## config.mk

```make
export PLATFORM = sky130hd
export DESIGN_NAME = sig_move_ctrl
export DESIGN_NICKNAME = d
export VERILOG_FILES = /design/src/rtl/mv_pkg.sv /design/src/rtl/mv_trig_sync.sv /design/src/rtl/mv_addr_ctr.sv /design/src/rtl/mv_regs.sv /design/src/rtl/mv_seq.sv /design/src/rtl/sig_move_ctrl.sv
export SDC_FILE = /design/constraint.sdc
export NUM_CORES = 1
export LEC_CHECK = 0
export BUFFER_PORTS_ARGS = -buffer_cell sky130_fd_sc_hd__buf_2
export CELL_PAD_IN_SITES_DETAIL_PLACEMENT = 1
export CELL_PAD_IN_SITES_GLOBAL_PLACEMENT = 2
export CORE_UTILIZATION = 35
export DETAILED_ROUTE_END_ITERATION = 10
export PLACE_DENSITY = 0.91
export SETUP_SLACK_MARGIN = 0.2
export SKIP_LAST_GASP = 1
export SLEW_MARGIN = 5
export SYNTH_ARGS = -nofsm -noshare
export SYNTH_HDL_FRONTEND = slang
export SYNTH_SLANG_ARGS = --single-unit
```

## constraint.sdc

```tcl
create_clock -name clk_i -period 6.7 [get_ports clk_i]
set_input_delay 1.005 -clock clk_i [delete_from_list [all_inputs] [get_ports clk_i]]
set_output_delay 1.005 -clock clk_i [all_outputs]
set_load 0.03 [all_outputs]
```

## src/rtl/mv_pkg.sv

```systemverilog
package mv_pkg;
  localparam int unsigned DW  = 16;
  localparam int unsigned BW  = 8;
  localparam int unsigned RIW = 3;

  localparam logic [RIW-1:0] REG_CNT = 3'd0;
  localparam logic [RIW-1:0] REG_SRC = 3'd1;
  localparam logic [RIW-1:0] REG_DST = 3'd2;
  localparam logic [RIW-1:0] REG_CTL = 3'd3;
  localparam logic [RIW-1:0] REG_STS = 3'd4;

  localparam int unsigned CTL_SRC_INC = 0;
  localparam int unsigned CTL_DST_INC = 1;
  localparam int unsigned CTL_WORD    = 2;
  localparam int unsigned CTL_W       = 3;

  typedef enum logic [1:0] {ST_IDLE, ST_RD, ST_WR} mv_state_e;
endpackage

```

## src/rtl/mv_trig_sync.sv

```systemverilog
module mv_trig_sync #(
  parameter int unsigned STAGES = 2
) (
  input  logic clk_i,
  input  logic rst_ni,
  input  logic trig_i,
  output logic rise_o
);
  // STAGES sync flops plus one history flop for edge detect
  logic [STAGES:0] sh_q;

  always_ff @(posedge clk_i or negedge rst_ni) begin
    if (!rst_ni) sh_q <= '0;
    else         sh_q <= {sh_q[STAGES-1:0], trig_i};
  end

  assign rise_o = sh_q[STAGES-1] & ~sh_q[STAGES];
endmodule

```

## src/rtl/mv_addr_ctr.sv

```systemverilog
module mv_addr_ctr #(
  parameter int unsigned AW = 16
) (
  input  logic          clk_i,
  input  logic          rst_ni,
  input  logic          ld_i,
  input  logic [AW-1:0] ld_val_i,
  input  logic          adv_i,
  input  logic          inc_en_i,
  input  logic          word_i,
  output logic [AW-1:0] addr_o
);
  logic [AW-1:0] addr_q;
  logic [AW-1:0] step;

  assign step = word_i ? AW'(2) : AW'(1);

  always_ff @(posedge clk_i or negedge rst_ni) begin
    if (!rst_ni)                addr_q <= '0;
    else if (ld_i)              addr_q <= ld_val_i;  // software wins
    else if (adv_i && inc_en_i) addr_q <= addr_q + step;
  end

  assign addr_o = addr_q;
endmodule

```

## src/rtl/mv_regs.sv

```systemverilog
module mv_regs
  import mv_pkg::*;
#(
  parameter int unsigned AW = 16,
  parameter int unsigned CW = 8
) (
  input  logic           clk_i,
  input  logic           rst_ni,
  input  logic           cfg_we_i,
  input  logic [RIW-1:0] cfg_addr_i,
  input  logic [AW-1:0]  cfg_wdata_i,
  output logic [AW-1:0]  cfg_rdata_o,
  input  logic           dec_i,
  input  logic           adv_i,
  input  logic           step_word_i,
  input  logic           irq_set_i,
  output logic [CW-1:0]  cnt_o,
  output logic [AW-1:0]  src_o,
  output logic [AW-1:0]  dst_o,
  output logic           word_o,
  output logic           irq_o
);
  logic [CW-1:0]    cnt_q;
  logic [CTL_W-1:0] ctl_q;
  logic             irq_q;
  logic             irq_clr;
  logic [AW-1:0]    addr_w [2];

  assign irq_clr = cfg_we_i && (cfg_addr_i == REG_STS) && cfg_wdata_i[0];

  always_ff @(posedge clk_i or negedge rst_ni) begin
    if (!rst_ni) begin
      cnt_q <= '0;
      ctl_q <= '0;
      irq_q <= 1'b0;
    end else begin
      if (cfg_we_i && cfg_addr_i == REG_CNT)  cnt_q <= cfg_wdata_i[CW-1:0];
      else if (dec_i && cnt_q != '0)          cnt_q <= cnt_q - CW'(1);
      if (cfg_we_i && cfg_addr_i == REG_CTL)  ctl_q <= cfg_wdata_i[CTL_W-1:0];
      if (irq_set_i)                          irq_q <= 1'b1;  // set beats clear
      else if (irq_clr)                       irq_q <= 1'b0;
    end
  end

  // index 0 = source, 1 = destination; ctl bit gi enables its advance
  for (genvar gi = 0; gi < 2; gi++) begin : g_addr
    localparam logic [RIW-1:0] SEL = (gi == 0) ? REG_SRC : REG_DST;
    mv_addr_ctr #(.AW(AW)) u_ctr (
      .clk_i    (clk_i),
      .rst_ni   (rst_ni),
      .ld_i     (cfg_we_i && cfg_addr_i == SEL),
      .ld_val_i (cfg_wdata_i),
      .adv_i    (adv_i),
      .inc_en_i (ctl_q[gi]),
      .word_i   (step_word_i),
      .addr_o   (addr_w[gi])
    );
  end

  always_comb begin
    cfg_rdata_o = '0;
    unique case (cfg_addr_i)
      REG_CNT: cfg_rdata_o = AW'(cnt_q);
      REG_SRC: cfg_rdata_o = addr_w[0];
      REG_DST: cfg_rdata_o = addr_w[1];
      REG_CTL: cfg_rdata_o = AW'(ctl_q);
      REG_STS: cfg_rdata_o = AW'(irq_q);
      default: cfg_rdata_o = '0;
    endcase
  end

  assign cnt_o  = cnt_q;
  assign src_o  = addr_w[0];
  assign dst_o  = addr_w[1];
  assign word_o = ctl_q[CTL_WORD];
  assign irq_o  = irq_q;
endmodule

```

## src/rtl/mv_seq.sv

```systemverilog
module mv_seq
  import mv_pkg::*;
#(
  parameter int unsigned AW = 16,
  parameter int unsigned CW = 8
) (
  input  logic          clk_i,
  input  logic          rst_ni,
  input  logic          rise_i,
  input  logic [CW-1:0] cnt_i,
  input  logic          word_i,
  input  logic [AW-1:0] src_i,
  input  logic [AW-1:0] dst_i,
  output logic          dec_o,
  output logic          adv_o,
  output logic          step_word_o,
  output logic          irq_set_o,
  output logic          bus_req_o,
  output logic          bus_we_o,
  output logic          bus_word_o,
  output logic [AW-1:0] bus_addr_o,
  output logic [DW-1:0] bus_wdata_o,
  input  logic [DW-1:0] bus_rdata_i,
  input  logic          bus_ack_i
);
  mv_state_e     st_q, st_d;
  logic          pend_q, pend_d;
  logic          last_q, word_q;
  logic [DW-1:0] data_q;
  logic          busy, evt, start, empty_hit, wr_done;

  assign busy      = (st_q != ST_IDLE);
  assign evt       = rise_i | pend_q;
  assign start     = !busy && evt && (cnt_i != '0);
  assign empty_hit = !busy && evt && (cnt_i == '0);
  assign wr_done   = (st_q == ST_WR) && bus_ack_i;

  // one-deep pending slot; a new edge in the cycle the slot drains refills it
  assign pend_d = busy ? (pend_q | rise_i) : (pend_q & rise_i);

  always_comb begin
    st_d = st_q;
    unique case (st_q)
      ST_IDLE: if (start)     st_d = ST_RD;
      ST_RD:   if (bus_ack_i) st_d = ST_WR;
      ST_WR:   if (bus_ack_i) st_d = ST_IDLE;
      default:                st_d = ST_IDLE;
    endcase
  end

  always_ff @(posedge clk_i or negedge rst_ni) begin
    if (!rst_ni) begin
      st_q   <= ST_IDLE;
      pend_q <= 1'b0;
      last_q <= 1'b0;
      word_q <= 1'b0;
      data_q <= '0;
    end else begin
      st_q   <= st_d;
      pend_q <= pend_d;
      if (start) begin
        last_q <= (cnt_i == CW'(1));
        word_q <= word_i;
      end
      if (st_q == ST_RD && bus_ack_i)
        data_q <= word_q ? bus_rdata_i : {{(DW-BW){1'b0}}, bus_rdata_i[BW-1:0]};
    end
  end

  assign dec_o       = start;
  assign adv_o       = wr_done;
  assign step_word_o = word_q;
  assign irq_set_o   = empty_hit | (wr_done & last_q);

  assign bus_req_o   = busy;
  assign bus_we_o    = (st_q == ST_WR);
  assign bus_word_o  = word_q;
  assign bus_addr_o  = (st_q == ST_WR) ? dst_i : src_i;
  assign bus_wdata_o = data_q;
endmodule

```

## src/rtl/sig_move_ctrl.sv

```systemverilog
module sig_move_ctrl
  import mv_pkg::*;
#(
  parameter int unsigned AW          = 16,
  parameter int unsigned CW          = 8,
  parameter int unsigned SYNC_STAGES = 2
) (
  input  logic           clk_i,
  input  logic           rst_ni,
  input  logic           trig_i,
  input  logic           cfg_we_i,
  input  logic [2:0]     cfg_addr_i,
  input  logic [AW-1:0]  cfg_wdata_i,
  output logic [AW-1:0]  cfg_rdata_o,
  output logic           bus_req_o,
  output logic           bus_we_o,
  output logic           bus_word_o,
  output logic [AW-1:0]  bus_addr_o,
  output logic [15:0]    bus_wdata_o,
  input  logic [15:0]    bus_rdata_i,
  input  logic           bus_ack_i,
  output logic           irq_o
);
  logic          rise;
  logic          dec, adv, step_word, irq_set, word;
  logic [CW-1:0] cnt;
  logic [AW-1:0] src, dst;

  mv_trig_sync #(.STAGES(SYNC_STAGES)) u_sync (
    .clk_i  (clk_i),
    .rst_ni (rst_ni),
    .trig_i (trig_i),
    .rise_o (rise)
  );

  mv_regs #(.AW(AW), .CW(CW)) u_regs (
    .clk_i       (clk_i),
    .rst_ni      (rst_ni),
    .cfg_we_i    (cfg_we_i),
    .cfg_addr_i  (cfg_addr_i),
    .cfg_wdata_i (cfg_wdata_i),
    .cfg_rdata_o (cfg_rdata_o),
    .dec_i       (dec),
    .adv_i       (adv),
    .step_word_i (step_word),
    .irq_set_i   (irq_set),
    .cnt_o       (cnt),
    .src_o       (src),
    .dst_o       (dst),
    .word_o      (word),
    .irq_o       (irq_o)
  );

  mv_seq #(.AW(AW), .CW(CW)) u_seq (
    .clk_i       (clk_i),
    .rst_ni      (rst_ni),
    .rise_i      (rise),
    .cnt_i       (cnt),
    .word_i      (word),
    .src_i       (src),
    .dst_i       (dst),
    .dec_o       (dec),
    .adv_o       (adv),
    .step_word_o (step_word),
    .irq_set_o   (irq_set),
    .bus_req_o   (bus_req_o),
    .bus_we_o    (bus_we_o),
    .bus_word_o  (bus_word_o),
    .bus_addr_o  (bus_addr_o),
    .bus_wdata_o (bus_wdata_o),
    .bus_rdata_i (bus_rdata_i),
    .bus_ack_i   (bus_ack_i)
  );
endmodule

```

==> impl_metrics.json, run 1 <==
{
  "max_freq_ghz": 0.2740,
  "final_cell_mix": "buf_2 (91), nand2_1 (72), dfrtp_1 (68), o21ai_0 (49), nor2_1 (40)",
  "power_frac_clock_pct": 22.6,
  "antenna_found_initial": 0,
  "die_w_um": 108.5,
  "hold_buffers": 0,
  "synthArstFlopShare_pct": 100.0,
  "power_switching_mw": 0.8656,
  "syn_inst": 432,
  "root_buffer": "clkbuf_16",
  "fin_area_mm2": 0.004821,
  "grt.total_usage_pct": 21.38,
  "rsz0062_at_grt": "false",
  "io_buffers": 91,
  "placed_cell_area_mm2": 0.004541,
  "dieHeight_um": 108.5,
  "nets": 564,
  "fin_crit_ps": 3650,
  "synth_area_leaders": "dfrtp_1 (43%), mux2_2 (7.4%), nand2_1 (6.8%)",
  "drive_gt1_share_pct": 27.88,
  "final_common_cell": "buf_2",
  "yosysTopAreaCell": "dfrtp_1",
  "grt_overflow": 0,
  "worstSetupPathType": "in -> out",
  "drtIter0Drc": 131,
  "clkLatencyLatePin_ps": 330,
  "avgSynthCellArea_um2": 9.184,
  "skew_ps": 7.239,
  "std_cell_rows": 38,
  "grt_max_degree": 69,
  "yosysWarnings": 0,
  "n_antenna_cell": 0,
  "internal_power_mw": 1.126,
  "grt_pass1_wl_mm": 19.04,
  "syn-num-nets": 481,
  "vias": 3468,
  "start_util_pct": 36.28,
  "worstMarginPinSlew_ps": 1044,
  "drv_slew": 0,
  "core_mm2": 0.01094,
  "endpoint_kind": "output pin",
  "timing.slew.headroom_pct": 30.39,
  "first_global_vias": 3693,
  "power_frac_seq_pct": 36.5,
  "cts_buffer_depth": 2,
  "p_per_area_mw_per_mm2": 413.1,
  "hold_violations": 0,
  "cts_tree": "done",
  "drv_cap": 0,
  "gp_congestion": 0.8098,
  "finalSetupTns_ps": 0,
  "crit_path_start_kind": "primary input",
  "worstPathRequired_ps": 5690,
  "wl_per_cell_um": 17.58,
  "cts-resized-gates": 0,
  "cts_buffers": 9,
  "outcome": "finished clean",
  "ant_nets": 0,
  "post_cts.repair.setup_buffers": 0,
  "worstPathArrival_ps": 2640,
  "synth.distinct_cells": 41,
  "path_clk_slew_ps": 50,
  "synthFlopType": "dfrtp_1",
  "setup_viol": 0,
  "drc": 0,
  "pin_count": 92,
  "cp_max_fo": 15,
  "dieArea_mm2": 0.01177,
  "via_per_inst": 5.255,
  "firstDrtPassIters": 4,
  "synth_area_mm2": 0.003968,
  "post-route-period-util_pct": 54.47,
  "hold_path.class": "reg -> reg",
  "synth_edf_count": 0,
  "syn2layout_area_growth_pct": 21.51,
  "ir_drop_uv": 245.7,
  "htreeDepth": 3,
  "hpwlAfterDp_mm": 8.392,
  "switching_share_pct": 43.47,
  "yosysSeqAreaShare_pct": 42.89,
  "ys_ff_latch": 68,
  "comb_power_share_pct": 40.9,
  "p_leak_nw": 2.142,
  "routed_wl_mm": 11.60,
  "clock-sinks": 68,
  "synth_top_area_share_pct": 42.89
}
-- layout make-up --
cell class | count | area [um2]
Clock inverter | 4 | 23.77
Inverter | 13 | 48.80
Fill cell | 1311 | 6115
Timing Repair Buffer | 94 | 478.0
Tap cell | 140 | 175.2
Multi-Input combinational cell | 329 | 2137
Clock buffer | 12 | 256.5
Sequential cell | 68 | 1702
-- routing by layer --
metal / vias up / part of all wire (%) / global-route usage, %
li1: 1654 / - / -
met1: 1711 / 44 / 27.18
met2: 91 / 48 / 35.58
met3: 12 / 6.0 / 4.461
met4: 0 / 1.5 / 8.108
met5: - / 0 / 0
-- sequential cells by signal (all words and copies together) (netlist names), 2 cells and up --
register and cells:
u_seq.bus_wdata_o 16, u_regs.ctl_q 3, u_seq.st_q 2, u_sync.sh_q 3, u_regs.cnt_o 8, u_regs.g_addr.u_ctr.addr_o 32
-- kinds of logic (layout without fill, tap and decap cells) --
family,after synthesis,after routing,share of synthesized area [%]
xor gates and xnor gates,35,35,7.726
and+or+nand+nor,174,174,21.73
muxes,37,37,10.79
AOI/OAI and AO/OA,74,74,10.28
buffers and inverters,35,123,3.374
adders and majority gates,9,9,3.217
DFF,68,68,42.89
-- critical path, stage by stage --
cell and delay, ps:
buf_2 300, inv_1 160, nor2_1 620, a22oi_1 210
nor2_1 130, buf_2 200
-- path summary, 6_finish.rpt --
path | from | to | slack (ps) | cells after the start
max | cfg_addr_i[0] | cfg_rdata_o[11] | 3050 | 6
min | u_sync.sh_q[0] | u_sync.sh_q[1] | 360 | 0
max reg2reg | u_seq.bus_word_o | u_regs.g_addr[0].u_ctr.addr_o[14] | 4020 | 9
min reg2reg | u_sync.sh_q[0] | u_sync.sh_q[1] | 360 | 0
max in group asynchronous | rst_ni | u_seq.last_q | 5230 | 2
min in group asynchronous | rst_ni | u_regs.g_addr[1].u_ctr.addr_o[10] | 860 | 2
-- synthesized netlist by cell type (3+ instances only) --
library cell  number
nand4_1           11
mux2_2            26
a21oi_1            9
or3_1              3
and3b_1            3
nand2_1           72
nand2b_1           4
xnor2_1           18
ha_1               7
nor2b_1            4
dfrtp_1           68
xor2_1            17
o21ai_0           49
or2_2              3
mux2i_1            9
nor2_1            40
clkbuf_1          20
nand3_1            6
inv_1             13
a31oi_1            5
a22oi_1            8
and4_1             3
nor3_1             9
-- power by group through the flow --
stage	Sequential [mW]	Clock, mW	Combinational (mW)
after floorplan	0.762	0	0.517
final	0.726	0.450	0.815
after detailed placement	0.729	0	0.820
after CTS	0.726	0.460	0.825
after global placement	0.720	0	0.794
after global routing	0.748	0.474	0.894
-- metrics by stage --
step | power (mW) | instances | worst slack (ps) | util (%) | hold WS [ps]
finish | 1.991 | 660 | 3050 | 44.08 | 358.4
floorplan | 1.279 | 432 | 3313 | - | 331.2
global route | 2.117 | 660 | 2936 | 44.08 | 364.8
detailed placement | 1.548 | 644 | 3075 | 41.52 | 346.9
global placement | 1.514 | 644 | 3134 | 41.52 | 333.1
CTS | 2.011 | 660 | 3068 | 44.08 | 359.5
(Power assumes the default switching activity.)
==> inputs of run 2 (changes only) <==
--- a/config.mk
+++ b/config.mk
@@ -5,12 +5,13 @@
 export SDC_FILE = /design/constraint.sdc
 export NUM_CORES = 1
 export LEC_CHECK = 0
+export ABC_AREA = 1
 export BUFFER_PORTS_ARGS = -buffer_cell sky130_fd_sc_hd__buf_2
 export CELL_PAD_IN_SITES_DETAIL_PLACEMENT = 1
 export CELL_PAD_IN_SITES_GLOBAL_PLACEMENT = 2
-export CORE_UTILIZATION = 35
+export CORE_UTILIZATION = 27
 export DETAILED_ROUTE_END_ITERATION = 10
-export PLACE_DENSITY = 0.91
+export PLACE_DENSITY = 0.82
 export SETUP_SLACK_MARGIN = 0.2
 export SKIP_LAST_GASP = 1
 export SLEW_MARGIN = 5
==> constraint.sdc (replaced) <==
create_clock -name clk_i -period 3.3 [get_ports clk_i]
set_input_delay 0.495 -clock clk_i [delete_from_list [all_inputs] [get_ports clk_i]]
set_output_delay 0.495 -clock clk_i [all_outputs]
set_load 0.03 [all_outputs]
==> run 2 against run 1 <==
First-iteration DRC count up 59%. Cell count rose by 44%. Clock-buffer cell count decreased by 3. Register-to-register slack got worse by 3100 ps. Critical path depth is 2 lower. Sequential power is 120% higher. Synthesized area rose by 12%. Sequential share of layout area shrank 4.2 points. Core utilization is 9.8 points lower. Critical path type is now reg -> out. Largest power group unchanged.
==> impl_metrics.json, run 2 <==
{
  "outcome": "finished clean",
  "nets": 781,
  "ir_drop_uv": 528.8,
  "antenna_found_initial": 0,
  "cp_max_fo": 33,
  "skew_ps": 6.559,
  "yosysTopAreaCell": "dfrtp_1",
  "largest_reg_flops": 32,
  "post-route-period-util_pct": 73.48,
  "setup_viol": 0,
  "dieHeight_um": 130.2,
  "htreeDepth": 3,
  "core_mm2": 0.01594,
  "yosysWarnings": 0,
  "max_freq_ghz": 0.4124,
  "p_total_mw": 5.393,
  "cts-resized-gates": 0,
  "placed_cell_area_mm2": 0.005094,
  "fin_area_mm2": 0.005465,
  "std_cell_rows": 46,
  "n_antenna_cell": 0,
  "first_global_vias": 4794,
  "stdcell_count": 953,
  "ys_ff_latch": 68,
  "power_frac_clock_pct": 22.8,
  "synth.distinct_cells": 31,
  "multiInputGateArea_mm2": 0.002340,
  "yosysSeqAreaShare_pct": 38.33,
  "drv_slew": 0,
  "pin_count": 92,
  "synthArstFlopShare_pct": 100.0,
  "rsz0062_at_grt": "false",
  "worstMarginPinSlew_ps": 784.5,
  "p_per_area_mw_per_mm2": 986.8,
  "die_w_um": 130.2,
  "grt_max_degree": 34,
  "comb_power_share_pct": 47.1,
  "worstPathCellList": "nand2_2 > inv_2 > o21ai_0 > buf_2",
  "via_per_inst": 4.813,
  "ant_nets": 0,
  "avgSynthCellArea_um2": 6.915,
  "clkLatencyLatePin_ps": 350,
  "slowest_stage": "nand2_2",
  "crit_path_start_kind": "register",
  "syn2layout_area_growth_pct": 23.11,
  "synth_area_leaders": "dfrtp_1 (38%), nand2_1 (21%), nand3_1 (7.3%)",
  "wl_per_cell_um": 16.46,
  "grt_overflow": 0,
  "start_util_pct": 27.84,
  "post_cts.repair.setup_buffers": 0,
  "placed_cells": 937,
  "syn_inst": 642,
  "crit_path_max_incr_delay_ps": 450,
  "endpoint_kind": "output pin",
  "internal_power_mw": 2.769,
  "routed_wl_mm": 15.69,
  "synth_edf_count": 0,
  "synth_area_mm2": 0.004439,
  "final_cell_mix": "nand2_1 (251), buf_2 (91), inv_1 (72), dfrtp_1 (68), nand3_1 (65)",
  "switching_share_pct": 48.66,
  "power_frac_seq_pct": 30.1,
  "worstPathArrival_ps": 1930,
  "yosys.cell_count.top_type": "nand2_1",
  "hold_violations": 0,
  "ys_top_cells_by_count": "nand2_1 (251), inv_1 (72), dfrtp_1 (68)",
  "drtIter0Drc": 208,
  "path_clk_slew_ps": 60,
  "worstSetupPathType": "reg -> out",
  "synthFlopType": "dfrtp_1",
  "synth_top_area_share_pct": 38.33,
  "crit_buf_inv": 2,
  "p_leak_nw": 2.799,
  "cts_buffers": 9,
  "worstPathRequired_ps": 2800,
  "hold_path.class": "in -> async",
  "drive_gt1_share_pct": 18.59,
  "cts_tree": "done",
  "dieArea_mm2": 0.01696,
  "regArea_mm2": 0.001702,
  "power_switching_mw": 2.624,
  "timing.slew.headroom_pct": 47.70,
  "fillers": 2078,
  "hold_ws_ps": 229.8,
  "syn-num-nets": 691,
  "gp_congestion": 0.8106,
  "io_buffers": 91,
  "grt_pass1_wl_mm": 25.63,
  "cp_top_family": "simple AND/OR/NAND/NOR gates",
  "vias": 4587,
  "hpwlAfterDp_mm": 12.19,
  "fin_crit_ps": 2425,
  "final_common_cell": "nand2_1",
  "clock-sinks": 68,
  "finalSetupTns_ps": 0,
  "hold_buffers": 0,
  "grt.total_usage_pct": 19.93,
  "drc": 0,
  "drv_cap": 0,
  "root_buffer": "clkbuf_16",
  "cts_buffer_depth": 2,
  "firstDrtPassIters": 4
}
run 2: final timing paths:
check | startpoint | endpoint | slack [ps] | cells past startpoint
max | u_seq.st_q[1] | bus_addr_o[6] | 880 | 4
min | rst_ni | u_regs.cnt_o[1] | 230 | 1
max reg2reg | u_seq.bus_word_o | u_regs.g_addr[1].u_ctr.addr_o[10] | 920 | 12
min reg2reg | u_sync.sh_q[0] | u_sync.sh_q[1] | 360 | 0
max in group asynchronous | rst_ni | u_regs.g_addr[0].u_ctr.addr_o[0] | 2270 | 2
min in group clk_i | trig_i | u_sync.sh_q[0] | 260 | 1
run 2: metal layers:
metal / track usage (%) / up-vias / wire length (um)
met4: 4.651 / 0 / 185
met5: 0 / - / 0
met1: 25.33 / 2233 / 7281
met3: 4.346 / 17 / 760
li1: - / 2229 / -
met2: 34.29 / 108 / 7461
run 2: layout make-up:
class / count / share of cell area, %
Multi-Input combinational cell: 478 / 42.81
Sequential cell: 68 / 31.14
Timing Repair Buffer: 94 / 8.745
Inverter: 81 / 5.563
Tap cell: 216 / 4.945
Clock buffer: 9 / 4.121
Clock inverter: 7 / 2.679
run 2: cells by family after synthesis:
family / share of synthesized area [%]
flip-flops: 38.33
AO/OA/AOI/OAI: 9.696
XOR/XNOR: 2.762
buffers and inverters: 8.963
adder cells (fa/ha/maj): 2.875
AND/OR/NAND/NOR: 37.37
run 2: worst register-to-register path: cells and delay by family (launching register included):
| kind | cells | cell delay (ps) |
|---|---|---|
| fa+ha+maj | 2 | 620 |
| buf+inv | 3 | 420 |
| flops | 1 | 520 |
| simple gates | 7 | 720 |
run 2: metrics by stage:
| stage | setup WS (ps) | utilization, % |
|---|---|---|
| after floorplan | 1027 | - |
| after global placement | 1044 | 31.95 |
| after detailed placement | 932.5 | 31.95 |
| after CTS | 825.3 | 34.28 |
| after global routing | 662.1 | 34.28 |
| final | 875.0 | 34.28 |
run 2: power by group through the flow:
stage | clock network [mW] | logic, mW | registers [mW]
final | 1.23 | 2.54 | 1.62
after global routing | 1.29 | 2.86 | 1.68
after CTS | 1.26 | 2.57 | 1.62
after detailed placement | 0 | 2.55 | 1.63
after global placement | 0 | 2.48 | 1.62
after floorplan | 0 | 1.64 | 1.69
